$ cat src/rtl/incdec_pkg.sv
package incdec_pkg;

  // What the toggle stage does at one rising edge.
  typedef enum logic [1:0] {
    ACT_FLIP    = 2'd0,  // normal inversion
    ACT_HOLD_LO = 2'd1,  // advance: keep state 0, extra pulse
    ACT_HOLD_HI = 2'd2,  // retard: keep state 1, pulse dropped
    ACT_CANCEL  = 2'd3   // both waiting: discard both, invert
  } tog_act_e;

  // Request channel indices.
  localparam int unsigned CH_ADV = 0;
  localparam int unsigned CH_RET = 1;
  localparam int unsigned N_CH   = 2;

  function automatic int unsigned cnt_width(input int unsigned limit);
    return (limit <= 2) ? 1 : $clog2(limit);
  endfunction

endpackage

$ cat src/rtl/incdec_rst_sync.sv
module incdec_rst_sync #(
  parameter int unsigned STAGES = 2
) (
  input  logic clk,
  input  logic arst_n,
  output logic srst_n
);

  logic [STAGES-1:0] chain_q;
  logic [STAGES-1:0] chain_d;

  always_comb begin
    chain_d = {chain_q[STAGES-2:0], 1'b1};
  end

  always_ff @(posedge clk or negedge arst_n) begin
    if (!arst_n) chain_q <= '0;
    else         chain_q <= chain_d;
  end

  assign srst_n = chain_q[STAGES-1];

endmodule

$ cat src/rtl/incdec_req_latch.sv
module incdec_req_latch (
  input  logic clk,
  input  logic rst_n,
  input  logic req_in,
  input  logic clear,
  output logic rise,
  output logic pend
);

  logic lvl_q;
  logic pend_q;
  logic pend_d;

  always_comb begin
    rise   = req_in & ~lvl_q;
    pend_d = (pend_q & ~clear) | rise;
  end

  always_ff @(posedge clk or negedge rst_n) begin
    if (!rst_n) begin
      lvl_q  <= 1'b0;
      pend_q <= 1'b0;
    end else begin
      lvl_q  <= req_in;
      pend_q <= pend_d;
    end
  end

  assign pend = pend_q;

endmodule

$ cat src/rtl/incdec_toggle_core.sv
module incdec_toggle_core
  import incdec_pkg::*;
(
  input  logic     clk,
  input  logic     rst_n,
  input  logic     adv_pend,
  input  logic     ret_pend,
  output logic     tog,
  output logic     adv_clr,
  output logic     ret_clr,
  output tog_act_e act
);

  logic tog_q;
  logic tog_d;

  always_comb begin
    act = ACT_FLIP;
    if (adv_pend && ret_pend)     act = ACT_CANCEL;
    else if (adv_pend && !tog_q)  act = ACT_HOLD_LO;
    else if (ret_pend &&  tog_q)  act = ACT_HOLD_HI;
  end

  always_comb begin
    unique case (act)
      ACT_HOLD_LO, ACT_HOLD_HI: tog_d = tog_q;
      default:                  tog_d = ~tog_q;
    endcase
    adv_clr = (act == ACT_HOLD_LO) || (act == ACT_CANCEL);
    ret_clr = (act == ACT_HOLD_HI) || (act == ACT_CANCEL);
  end

  always_ff @(posedge clk or negedge rst_n) begin
    if (!rst_n) tog_q <= 1'b0;
    else        tog_q <= tog_d;
  end

  assign tog = tog_q;

endmodule

$ cat src/rtl/incdec_divider.sv
module incdec_divider
  import incdec_pkg::*;
#(
  parameter int unsigned DIV_N = 8
) (
  input  logic                            clk,
  input  logic                            rst_n,
  input  logic                            step_en,
  output logic [cnt_width(DIV_N/2)-1:0]   cnt,
  output logic                            sq
);

  localparam int unsigned HALF = DIV_N / 2;
  localparam int unsigned CW   = cnt_width(HALF);
  localparam logic [CW-1:0] LAST = CW'(HALF - 1);

  logic [CW-1:0] cnt_q, cnt_d;
  logic          sq_q, sq_d;
  logic          wrap;

  always_comb begin
    wrap  = step_en && (cnt_q == LAST);
    cnt_d = cnt_q;
    sq_d  = sq_q;
    if (step_en) begin
      if (wrap) begin
        cnt_d = '0;
        sq_d  = ~sq_q;
      end else begin
        cnt_d = cnt_q + 1'b1;
      end
    end
  end

  always_ff @(posedge clk or negedge rst_n) begin
    if (!rst_n) begin
      cnt_q <= '0;
      sq_q  <= 1'b0;
    end else if (step_en) begin
      cnt_q <= cnt_d;
      sq_q  <= sq_d;
    end
  end

  assign cnt = cnt_q;
  assign sq  = sq_q;

endmodule

$ cat src/rtl/incdec_dco.sv
module incdec_dco
  import incdec_pkg::*;
#(
  parameter int unsigned DIV_N       = 8,
  parameter int unsigned SYNC_STAGES = 2
) (
  input  logic clk_fast,
  input  logic rst_n,
  input  logic adv_req,
  input  logic ret_req,
  output logic pulse_out,
  output logic div_out
);

  localparam int unsigned CW = cnt_width(DIV_N / 2);

  logic            rst_int_n;
  logic [N_CH-1:0] req_in;
  logic [N_CH-1:0] req_rise;
  logic [N_CH-1:0] req_pend;
  logic [N_CH-1:0] req_clr;
  logic            tog;
  tog_act_e        act;
  logic [CW-1:0]   div_cnt;

  incdec_rst_sync #(.STAGES(SYNC_STAGES)) u_rst (
    .clk    (clk_fast),
    .arst_n (rst_n),
    .srst_n (rst_int_n)
  );

  assign req_in[CH_ADV] = adv_req;
  assign req_in[CH_RET] = ret_req;

  for (genvar g = 0; g < N_CH; g++) begin : g_req
    incdec_req_latch u_lat (
      .clk    (clk_fast),
      .rst_n  (rst_int_n),
      .req_in (req_in[g]),
      .clear  (req_clr[g]),
      .rise   (req_rise[g]),
      .pend   (req_pend[g])
    );
  end

  incdec_toggle_core u_tog (
    .clk      (clk_fast),
    .rst_n    (rst_int_n),
    .adv_pend (req_pend[CH_ADV]),
    .ret_pend (req_pend[CH_RET]),
    .tog      (tog),
    .adv_clr  (req_clr[CH_ADV]),
    .ret_clr  (req_clr[CH_RET]),
    .act      (act)
  );

  incdec_divider #(.DIV_N(DIV_N)) u_div (
    .clk     (clk_fast),
    .rst_n   (rst_int_n),
    .step_en (~tog),
    .cnt     (div_cnt),
    .sq      (div_out)
  );

  assign pulse_out = ~clk_fast & ~tog;

endmodule

$ cat config.mk
export PLATFORM = sky130hd
export DESIGN_NAME = incdec_dco
export DESIGN_NICKNAME = d
export VERILOG_FILES = /design/src/rtl/incdec_pkg.sv /design/src/rtl/incdec_rst_sync.sv /design/src/rtl/incdec_req_latch.sv /design/src/rtl/incdec_toggle_core.sv /design/src/rtl/incdec_divider.sv /design/src/rtl/incdec_dco.sv
export SDC_FILE = /design/constraint.sdc
export NUM_CORES = 1
export LEC_CHECK = 0
export BUFFER_PORTS_ARGS = -buffer_cell sky130_fd_sc_hd__buf_2
export CAP_MARGIN = 20
export CORE_AREA = 2 2 39 41
export DETAILED_ROUTE_END_ITERATION = 8
export DIE_AREA = 0 0 41 43
export GPL_TIMING_DRIVEN = 0
export SYNTH_ARGS = -nofsm -noshare
export SYNTH_HDL_FRONTEND = slang
export SYNTH_HIERARCHICAL = 1
export SYNTH_SLANG_ARGS = --single-unit
$ cat constraint.sdc
create_clock -name clk_fast -period 0.95 [get_ports clk_fast]
set_clock_uncertainty 0.05 [all_clocks]
set_input_delay 0.0475 -clock clk_fast [delete_from_list [all_inputs] [get_ports clk_fast]]
set_output_delay 0.0475 -clock clk_fast [all_outputs]
set_load 0.01 [all_outputs]
==> results.sh, run 1 <==
export IMPL_numPortBuffers=5
export IMPL_rows=14
export IMPL_hold_viol=0
export IMPL_reg2regPathDepth=6
export IMPL_p_leak_uw=0.000306
export IMPL_run_status="finished with violations"
export IMPL_syn_nets=40
export IMPL_total_power_uw=1990
export IMPL_fin_nets=61
export IMPL_ant_nets=0
export IMPL_violations="negative setup slack"
export IMPL_globalplace_congestion=0.610
export IMPL_critical_path_startpoint="u_tog/tog"
export IMPL_crit_required_ns=1.16
export IMPL_grt_usage_pct=13.4
export IMPL_dp_hpwl_um=401
export IMPL_drt_pass1_iterations=4
export IMPL_fp_dieH_um=43
export IMPL_antenna_cells=0
export IMPL_grt_pass1_wl_mm=1.19
export IMPL_synth_area_um2=419
export IMPL_core_area_um2=1380
export IMPL_grt_max_degree=9
export IMPL_min_period_over_period_pct=132
export IMPL_drc_errors=0
export IMPL_antenna_found_initial=0
export IMPL_end_kind="register"
export IMPL_io_pins=6
export IMPL_crit_path_max_fanout=5
export IMPL_gr_total_overflow=0
export IMPL_cellPowerDensity_nw_per_um2=3380
export IMPL_worstPathArrival_ns=1.46
export IMPL_via_count=291
export IMPL_final_setup_viol_count=9
export IMPL_die_w_um=41
export IMPL_setup_tns_ns=-1.22
export IMPL_clk_pin_slew_ns=0.07
export IMPL_wl_um=751
export IMPL_yosys_warnings=6
export IMPL_grt_pass1_vias=290
export IMPL_drtIter0Drc=4
export IMPL_clk_latency_ns=0.38
export IMPL_critical_path_class="register to register"
export IMPL_die_area_um2=1760
export IMPL_cts_tree="yes"
export IMPL_vdd_drop_max_v=0.00120
export IMPL_syn_inst=34
export IMPL_drv_slew=0
export IMPL_min_path_type="register to asynchronous set/reset pin"
export IMPL_drive_above_1_share_pct=43.4
export IMPL_syn_area_per_cell_um2=12.3
export IMPL_cap_violations=0
export IMPL_areaGrowthSynthToFinish_pct=40.6
export IMPL_rsz0062_at_grt="true"
export IMPL_routed_via_density=4.22
export IMPL_worst_setup_path_start_kind="register"
export IMPL_avgRoutedWirePerCell_um=10.9
export IMPL_r2r_start="u_tog/tog"
export IMPL_start_util_pct=30.3
export IMPL_maxClockFrequency_mhz=798
export IMPL_layout_setup_ws_ns=-0.304
export IMPL_period_minus_slack_ns=1.25
## repair_timing
action                     CTS  global route
pin swaps                    4             0
hold endpoints to repair     6             0
setup endpoints to repair    8             9
hold buffers                 4             0
gates resized for setup      4             1
buffers inserted             3             1
## layout by cell type, fill, tap and decap left out, types with 2 or more instances in the layout
cell type	count
a21o_1	3
buf_2	5
buf_4	4
clkbuf_4	6
dfrtp_1	9
dlygate4sd3_1	4
inv_1	4
mux2_2	2
nor2_1	4
nor2b_4	2
## state kept, by name, indices dropped and copies added (netlist names)
signal             flops
g_req.u_lat/lvl_q      2
g_req.u_lat/pend       2
u_tog/tog              1
u_div/cnt              2
u_div/sq               1
u_rst/chain_q          2
## stage by stage
step | hold slack, ns | cells | utilization [%] | cell area, µm² | setup WS [ns]
5_1_grt | 0.106 | 69 | 42.6 | 589 | -0.341
6_report | 0.0675 | 69 | 42.6 | 589 | -0.304
3_3_place_gp | -0.216 | 55 | 33.5 | 464 | -0.229
2_1_floorplan | -0.298 | 34 | - | 419 | -0.174
4_1_cts | 0.0920 | 68 | 41.8 | 578 | -0.223
3_5_place_dp | -0.216 | 55 | 33.5 | 464 | -0.259
## routing by layer
metal	vias to the layer above	share of wire [%]	wire length, µm	GRT usage (%)
met5	-	0	0	0
met4	0	0	0	14.0
met3	0	8.3	62	19.4
met2	11	52	387	13.4
met1	137	40	301	10.3
li1	143	-	-	-
## critical path, cell delays in order (launching register included)
cell	delay, ns
dfrtp_2	0.40
inv_1	0.07
o21ai_2	0.16
ha_2	0.20
a21o_1	0.08
inv_1	0.03
a21o_1	0.14
## layout make-up
cell class / count / area [µm²]
fillers: 129 / 795
flip-flops and latches: 10 / 251
multi-input cells: 19 / 156
repair buffers: 12 / 90.1
clock buffers: 7 / 50.0
inverters: 5 / 21.3
well taps: 16 / 20.0
## report_power, final
| group | switching (µW) | internal [µW] | total (µW) | leakage [µW] |
|---|---|---|---|---|
| Sequential | 131 | 581 | 712 | 0.000116 |
| Combinational | 319 | 432 | 751 | 0.000155 |
| Clock | 214 | 314 | 528 | 0.0000343 |
| Total | 664 | 1330 | 1990 | 0.000306 |
## worst paths after layout
check | to | slack (ns)
worst min-delay path | g_req[1].u_lat/lvl_q | 0.07
worst max-delay path | g_req[1].u_lat/pend | -0.30
max in group asynchronous | u_rst/chain_q[1] | 0.25
worst min register to register | g_req[1].u_lat/lvl_q | 0.07
min in group clk_fast | g_req[0].u_lat/lvl_q | 0.27
worst max register to register | g_req[1].u_lat/pend | -0.30
Power figures use the tool's default switching activity.
==> inputs of run 2 (changes only) <==
--- a/config.mk
+++ b/config.mk
@@ -7,10 +7,14 @@
 export LEC_CHECK = 0
 export BUFFER_PORTS_ARGS = -buffer_cell sky130_fd_sc_hd__buf_2
 export CAP_MARGIN = 20
+export CELL_PAD_IN_SITES_DETAIL_PLACEMENT = 1
+export CELL_PAD_IN_SITES_GLOBAL_PLACEMENT = 2
 export CORE_AREA = 2 2 39 41
 export DETAILED_ROUTE_END_ITERATION = 8
 export DIE_AREA = 0 0 41 43
 export GPL_TIMING_DRIVEN = 0
+export PLACE_DENSITY = 0.73
+export SLEW_MARGIN = 40
 export SYNTH_ARGS = -nofsm -noshare
 export SYNTH_HDL_FRONTEND = slang
 export SYNTH_HIERARCHICAL = 1
==> run 2 against run 1 <==
  * The run still ends with negative setup slack left
  * Non-clock buffer count rose by 1
  * Design area up 5.1%
  * Worst setup slack gained 0.045 ns
  * First-iteration DRC count is 100% lower
  * Critical path depth fell by 2
  * Fmax rose by 3.7%
  * Sequential share of layout area shrank 2.1 points
  * Die area did not move
  * Sequential power up 2.9%
  * Count of clock-buffer cells in the layout rose by 1
  * Critical path type unchanged
  * Critical endpoint is now u_tog/tog
  * Largest cell class unchanged
  * Highest routed layer unchanged
==> results.sh, run 2 (synthesized netlist as in run 1, its figures left out) <==
export IMPL_antenna_cells=0
export IMPL_drtIter0Drc=0
export IMPL_ant_nets=0
export IMPL_p_leak_uw=0.000320
export IMPL_rows=14
export IMPL_post_route_util_pct=44.8
export IMPL_fin_nets=62
export IMPL_min_path_type="register to asynchronous set/reset pin"
export IMPL_layout_setup_ws_ns=-0.259
export IMPL_layout_cells_most_common_list="dfrtp_1, clkbuf_4, buf_4, buf_2, dlygate4sd3_1"
export IMPL_core_area_um2=1380
export IMPL_crit_required_ns=1.15
export IMPL_cpPeakStageDelay_ns=0.45
export IMPL_fillCellCount=160
export IMPL_worst_setup_path_start_kind="register"
export IMPL_cts_tree="yes"
export IMPL_start_util_pct=30.3
export IMPL_final_setup_viol_count=9
export IMPL_worstPathArrival_ns=1.41
export IMPL_hold_slack_ns=0.0832
export IMPL_grt_pass1_wl_mm=1.24
export IMPL_final_common_cell="dfrtp_1"
export IMPL_rsz0062_at_grt="true"
export IMPL_globalplace_congestion=0.661
export IMPL_gr_total_overflow=0
export IMPL_fp_dieH_um=43
export IMPL_drt_pass1_iterations=1
export IMPL_wl_um=795
export IMPL_numPortBuffers=5
export IMPL_cellPowerDensity_nw_per_um2=3500
export IMPL_violations="negative setup slack"
export IMPL_drv_slew=0
export IMPL_slowest_stage="dfrtp_2"
export IMPL_path_cells="nor2_2 > nor2_2 > ha_2 > xor2_1"
export IMPL_critical_path_startpoint="u_tog/tog"
export IMPL_clk_pin_slew_ns=0.07
export IMPL_via_count=294
export IMPL_drive_above_1_share_pct=52.7
export IMPL_total_power_uw=2170
export IMPL_die_area_um2=1760
export IMPL_r2r_start="u_tog/tog"
export IMPL_end_kind="register"
export IMPL_grt_usage_pct=11.6
export IMPL_grt_max_degree=9
export IMPL_routed_via_density=4.14
export IMPL_vdd_drop_max_v=0.00129
export IMPL_antenna_found_initial=0
export IMPL_grt_pass1_vias=347
export IMPL_crit_path_max_fanout=6
export IMPL_critical_path_class="register to register"
export IMPL_areaGrowthSynthToFinish_pct=47.8
export IMPL_min_period_over_period_pct=127
export IMPL_hold_viol=0
export IMPL_io_pins=6
export IMPL_drc_errors=0
export IMPL_cap_violations=0
export IMPL_period_minus_slack_ns=1.21
export IMPL_run_status="finished with violations"
export IMPL_crit_top_cell="nor2_2"
export IMPL_clk_latency_ns=0.37
export IMPL_maxClockFrequency_mhz=827
export IMPL_avgRoutedWirePerCell_um=11.2
export IMPL_die_w_um=41
export IMPL_dp_hpwl_um=454
## run 2: per-stage QoR
step | cell area, µm² | instances | setup WS (ns) | setup TNS, ns
3_3_place_gp | 464 | 55 | -0.240 | -0.724
6_report | 619 | 71 | -0.259 | -1.31
3_5_place_dp | 464 | 55 | -0.278 | -0.860
5_1_grt | 619 | 71 | -0.304 | -1.71
2_1_floorplan | 419 | 34 | -0.174 | -0.496
4_1_cts | 593 | 69 | -0.237 | -1.15
## run 2: power breakdown
| group | internal, µW | switching (µW) |
|---|---|---|
| combinational | 486 | 329 |
| sequential | 581 | 153 |
| clock | 400 | 220 |
## run 2: path summary, 6_finish.rpt
path | to | slack [ns] | cells after the start
max | u_tog/tog | -0.26 | 4
min | u_div/cnt[0] | 0.08 | 0
max reg2reg | u_tog/tog | -0.26 | 4
min reg2reg | u_div/cnt[0] | 0.08 | 0
max in group asynchronous | u_rst/chain_q[1] | 0.25 | 3
min in group clk_fast | g_req[0].u_lat/lvl_q | 0.28 | 2
## run 2: cell type report
class	count	area, µm²	area share, %
Timing Repair Buffer	13	97.6	15.8
Inverter	5	21.3	3.43
Sequential cell	10	251	40.6
Tap cell	16	20.0	3.23
Clock buffer	8	63.8	10.3
Multi-Input combinational cell	19	165	26.7
## run 2: repair_timing
action                                 4_1_cts  5_1_grt
setup endpoints to repair                    8        9
buffers inserted                             3        2
endpoints found under the hold margin        6        0
pin swaps                                    0        5
resized for setup                            4        6
hold buffers                                 4        0
## run 2: metal layers
| metal | vias to the layer above | global-route usage [%] | part of all wire (%) |
|---|---|---|---|
| li1 | 146 | - | - |
| met4 | 0 | 8.00 | 0 |
| met3 | 0 | 9.95 | 4.9 |
| met2 | 6 | 15.3 | 54 |
| met1 | 142 | 11.4 | 41 |
| met5 | - | 0 | 0 |
## run 2: worst max-delay path: cells and delay by family, from the launching register on
family / cells / cell delay (ns)
xor+xnor: 1 / 0.16
fa+ha+maj: 1 / 0.27
simple gates: 2 / 0.17
flops: 1 / 0.45
==> inputs of run 3 (changes only) <==
--- a/config.mk
+++ b/config.mk
@@ -13,9 +13,8 @@
 export DETAILED_ROUTE_END_ITERATION = 8
 export DIE_AREA = 0 0 41 43
 export GPL_TIMING_DRIVEN = 0
-export PLACE_DENSITY = 0.73
+export PLACE_DENSITY = 0.69
 export SLEW_MARGIN = 40
 export SYNTH_ARGS = -nofsm -noshare
 export SYNTH_HDL_FRONTEND = slang
-export SYNTH_HIERARCHICAL = 1
 export SYNTH_SLANG_ARGS = --single-unit
==> constraint.sdc (replaced) <==
create_clock -name clk_fast -period 0.95 [get_ports clk_fast]
set_clock_uncertainty 0.05 [all_clocks]
set_input_delay 0.285 -clock clk_fast [delete_from_list [all_inputs] [get_ports clk_fast]]
set_output_delay 0.285 -clock clk_fast [all_outputs]
set_load 0.01 [all_outputs]
==> run 3 against run 2 <==
  * The run still ends with negative setup slack left
  * Critical endpoint is now u_tog.tog
  * Highest routed layer is now met4
  * Area after synthesis fell by 4.5%
  * First-iteration DRC count grew 1
  * Count of clock-buffer cells in the layout shrank 1
  * Sequential power is 9.4% lower
  * Sequential share of layout area shrank 1.0 points
  * Register-to-register slack got worse by 0.14 ns
  * Die area is the same
  * Design area increased by 2.0%
==> results.sh, run 3 <==
export IMPL_violations="negative setup slack"
export IMPL_numPortBuffers=5
export IMPL_synthMuxAreaShare_pct=3.75
export IMPL_start_util_pct=28.9
export IMPL_yosys_warnings=0
export IMPL_p_leak_uw=0.000306
export IMPL_critical_path_class="register to register"
export IMPL_gr_total_overflow=0
export IMPL_ys_seq_area_share_pct=62.5
export IMPL_period_minus_slack_ns=1.35
export IMPL_p_seq_share_pct=31.5
export IMPL_run_status="finished with violations"
export IMPL_synth_compound_area_share_pct=8.12
export IMPL_yosysUniqueCellTypes=15
export IMPL_total_power_uw=2110
export IMPL_io_pins=6
export IMPL_synthTopCellsByArea="dfrtp_1, ha_1, inv_1"
export IMPL_fin_nets=59
export IMPL_p_int_uw=1450
export IMPL_antenna_found_initial=0
export IMPL_drc_errors=0
export IMPL_yosys_area_share_simple_pct=7.50
export IMPL_final_setup_viol_count=9
export IMPL_hold_viol=0
export IMPL_crit_required_ns=1.19
export IMPL_avgRoutedWirePerCell_um=12.1
export IMPL_final_common_cell="dfrtp_1"
export IMPL_wl_um=808
export IMPL_clk_pin_slew_ns=0.06
export IMPL_synth_top_family_by_area="compound AO/OA/AOI/OAI gates"
export IMPL_routed_via_density=4.28
export IMPL_min_period_over_period_pct=142
export IMPL_via_count=287
export IMPL_synth_common_cells="dfrtp_1, inv_1, nor2_1"
export IMPL_die_w_um=41
export IMPL_cap_violations=0
export IMPL_p_sw_share_pct=31.2
export IMPL_switchingPower_uw=659
export IMPL_core_area_um2=1380
export IMPL_min_path_type="register to asynchronous set/reset pin"
export IMPL_die_area_um2=1760
export IMPL_maxClockFrequency_mhz=739
export IMPL_grt_pass1_vias=318
export IMPL_combPwrFrac_pct=43.8
export IMPL_synth_edff_count=0
export IMPL_synth_area_um2=400
export IMPL_worst_setup_path_start_kind="register"
export IMPL_ant_nets=0
export IMPL_syn_area_per_cell_um2=13.3
export IMPL_p_clk_share_pct=24.7
export IMPL_ys_flop_type="dfrtp_1"
export IMPL_rsz0062_at_grt="true"
export IMPL_syn_nets=36
export IMPL_yosys_area_top_type_share_pct=62.5
export IMPL_antenna_cells=0
export IMPL_cellPowerDensity_nw_per_um2=3340
export IMPL_cts_tree="yes"
export IMPL_async_reset_ff_share_pct=100
export IMPL_fillCellCount=147
export IMPL_grt_pass1_wl_mm=1.17
export IMPL_areaGrowthSynthToFinish_pct=57.8
export IMPL_drtIter0Drc=1
export IMPL_clk_latency_ns=0.37
export IMPL_dp_hpwl_um=449
export IMPL_end_kind="register"
export IMPL_globalplace_congestion=0.778
export IMPL_vdd_drop_max_v=0.00110
export IMPL_layout_setup_ws_ns=-0.402
export IMPL_synth_most_common_cell="dfrtp_1"
export IMPL_yosys_area_top_type="dfrtp_1"
export IMPL_drt_pass1_iterations=2
export IMPL_drive_above_1_share_pct=58.8
export IMPL_grt_usage_pct=11.0
export IMPL_syn_inst=30
export IMPL_ys_ff_latch=10
export IMPL_crit_path_max_fanout=3
export IMPL_synth_xor_area_share_pct=4.38
export IMPL_rows=14
export IMPL_worstPathArrival_ns=1.59
export IMPL_setup_tns_ns=-2.29
export IMPL_layout_cells_most_common_list="dfrtp_1, clkbuf_4, buf_2, buf_4"
export IMPL_fp_dieH_um=43
export IMPL_grt_max_degree=9
export IMPL_drv_slew=0
export IMPL_synth_adder_area_share_pct=6.25
run 3: metal layers:
metal | vias to the layer above | GRT usage, % | wire (µm)
li1 | 140 | - | -
met1 | 140 | 11.4 | 336
met2 | 5 | 14.1 | 424
met3 | 2 | 4.71 | 27
met4 | 0 | 13.3 | 19
met5 | - | 0 | 0
run 3: timing repair:
item | CTS | global route
hold endpoints to repair | 4 | 0
gates resized for setup | 5 | 7
setup endpoints to repair | 7 | 9
gates cloned | 0 | 0
pin swaps | 7 | 3
buffers inserted | 5 | 3
hold buffers | 3 | 0
run 3: critical path: stages, from the launching register on:
cell and delay (ns):
dfrtp_1 0.41, buf_4 0.15, buf_6 0.12, nor2_4 0.07
nor2_2 0.06, ha_4 0.26, xor2_1 0.16
run 3: cells by family (layout without fill, tap and decap cells):
family | count (synthesis) | count (layout)
fa+ha+maj | 2 | 2
mux | 1 | 1
flops | 10 | 10
simple gates | 5 | 5
compound gates | 4 | 4
buf+inv | 5 | 26
other cells | 1 | 1
xor+xnor | 2 | 2
run 3: metrics by stage:
stage / cells / util [%] / area [µm²] / setup slack, ns / hold WS, ns
after global routing: 67 / 45.7 / 632 / -0.461 / 0.112
after global placement: 51 / 32.5 / 450 / -0.256 / 0.0196
after CTS: 65 / 42.8 / 592 / -0.478 / 0.0925
after detailed placement: 51 / 32.5 / 450 / -0.327 / 0.0221
after floorplan: 30 / - / 405 / -0.230 / -0.0606
final: 67 / 45.7 / 632 / -0.402 / 0.0773
run 3: final timing paths:
| kind | start | end | slack (ns) | cells past startpoint |
|---|---|---|---|---|
| hold reg to reg | u_rst.chain_q[1] | u_div.cnt[1] | 0.08 | 0 |
| max in group asynchronous | u_rst.chain_q[1] | g_req[1].u_lat.lvl_q | 0.54 | 0 |
| setup reg to reg | u_tog.tog | u_tog.tog | -0.40 | 6 |
| setup / recovery | u_tog.tog | u_tog.tog | -0.40 | 6 |
| min in group clk_fast | u_rst.chain_q[0] | u_rst.chain_q[1] | 0.32 | 0 |
| hold / removal | u_rst.chain_q[1] | u_div.cnt[1] | 0.08 | 0 |
run 3: power by group through the flow:
stage | sequential [µW] | clock [µW] | combinational (µW)
detailed placement | 637 | 59.6 | 534
CTS | 641 | 546 | 791
global placement | 625 | 59.6 | 495
finish | 664 | 522 | 925
floorplan | 631 | 33.0 | 419
global route | 679 | 579 | 996
run 3: final cells by class:
| type | instances | area (µm²) | area share (%) |
|---|---|---|---|
| Sequential cell | 10 | 250 | 39.6 |
| Inverter | 4 | 15.0 | 2.38 |
| Clock buffer | 7 | 50.0 | 7.92 |
| Timing Repair Buffer | 15 | 121 | 19.2 |
| Tap cell | 16 | 20.0 | 3.17 |
| Multi-Input combinational cell | 15 | 175 | 27.7 |
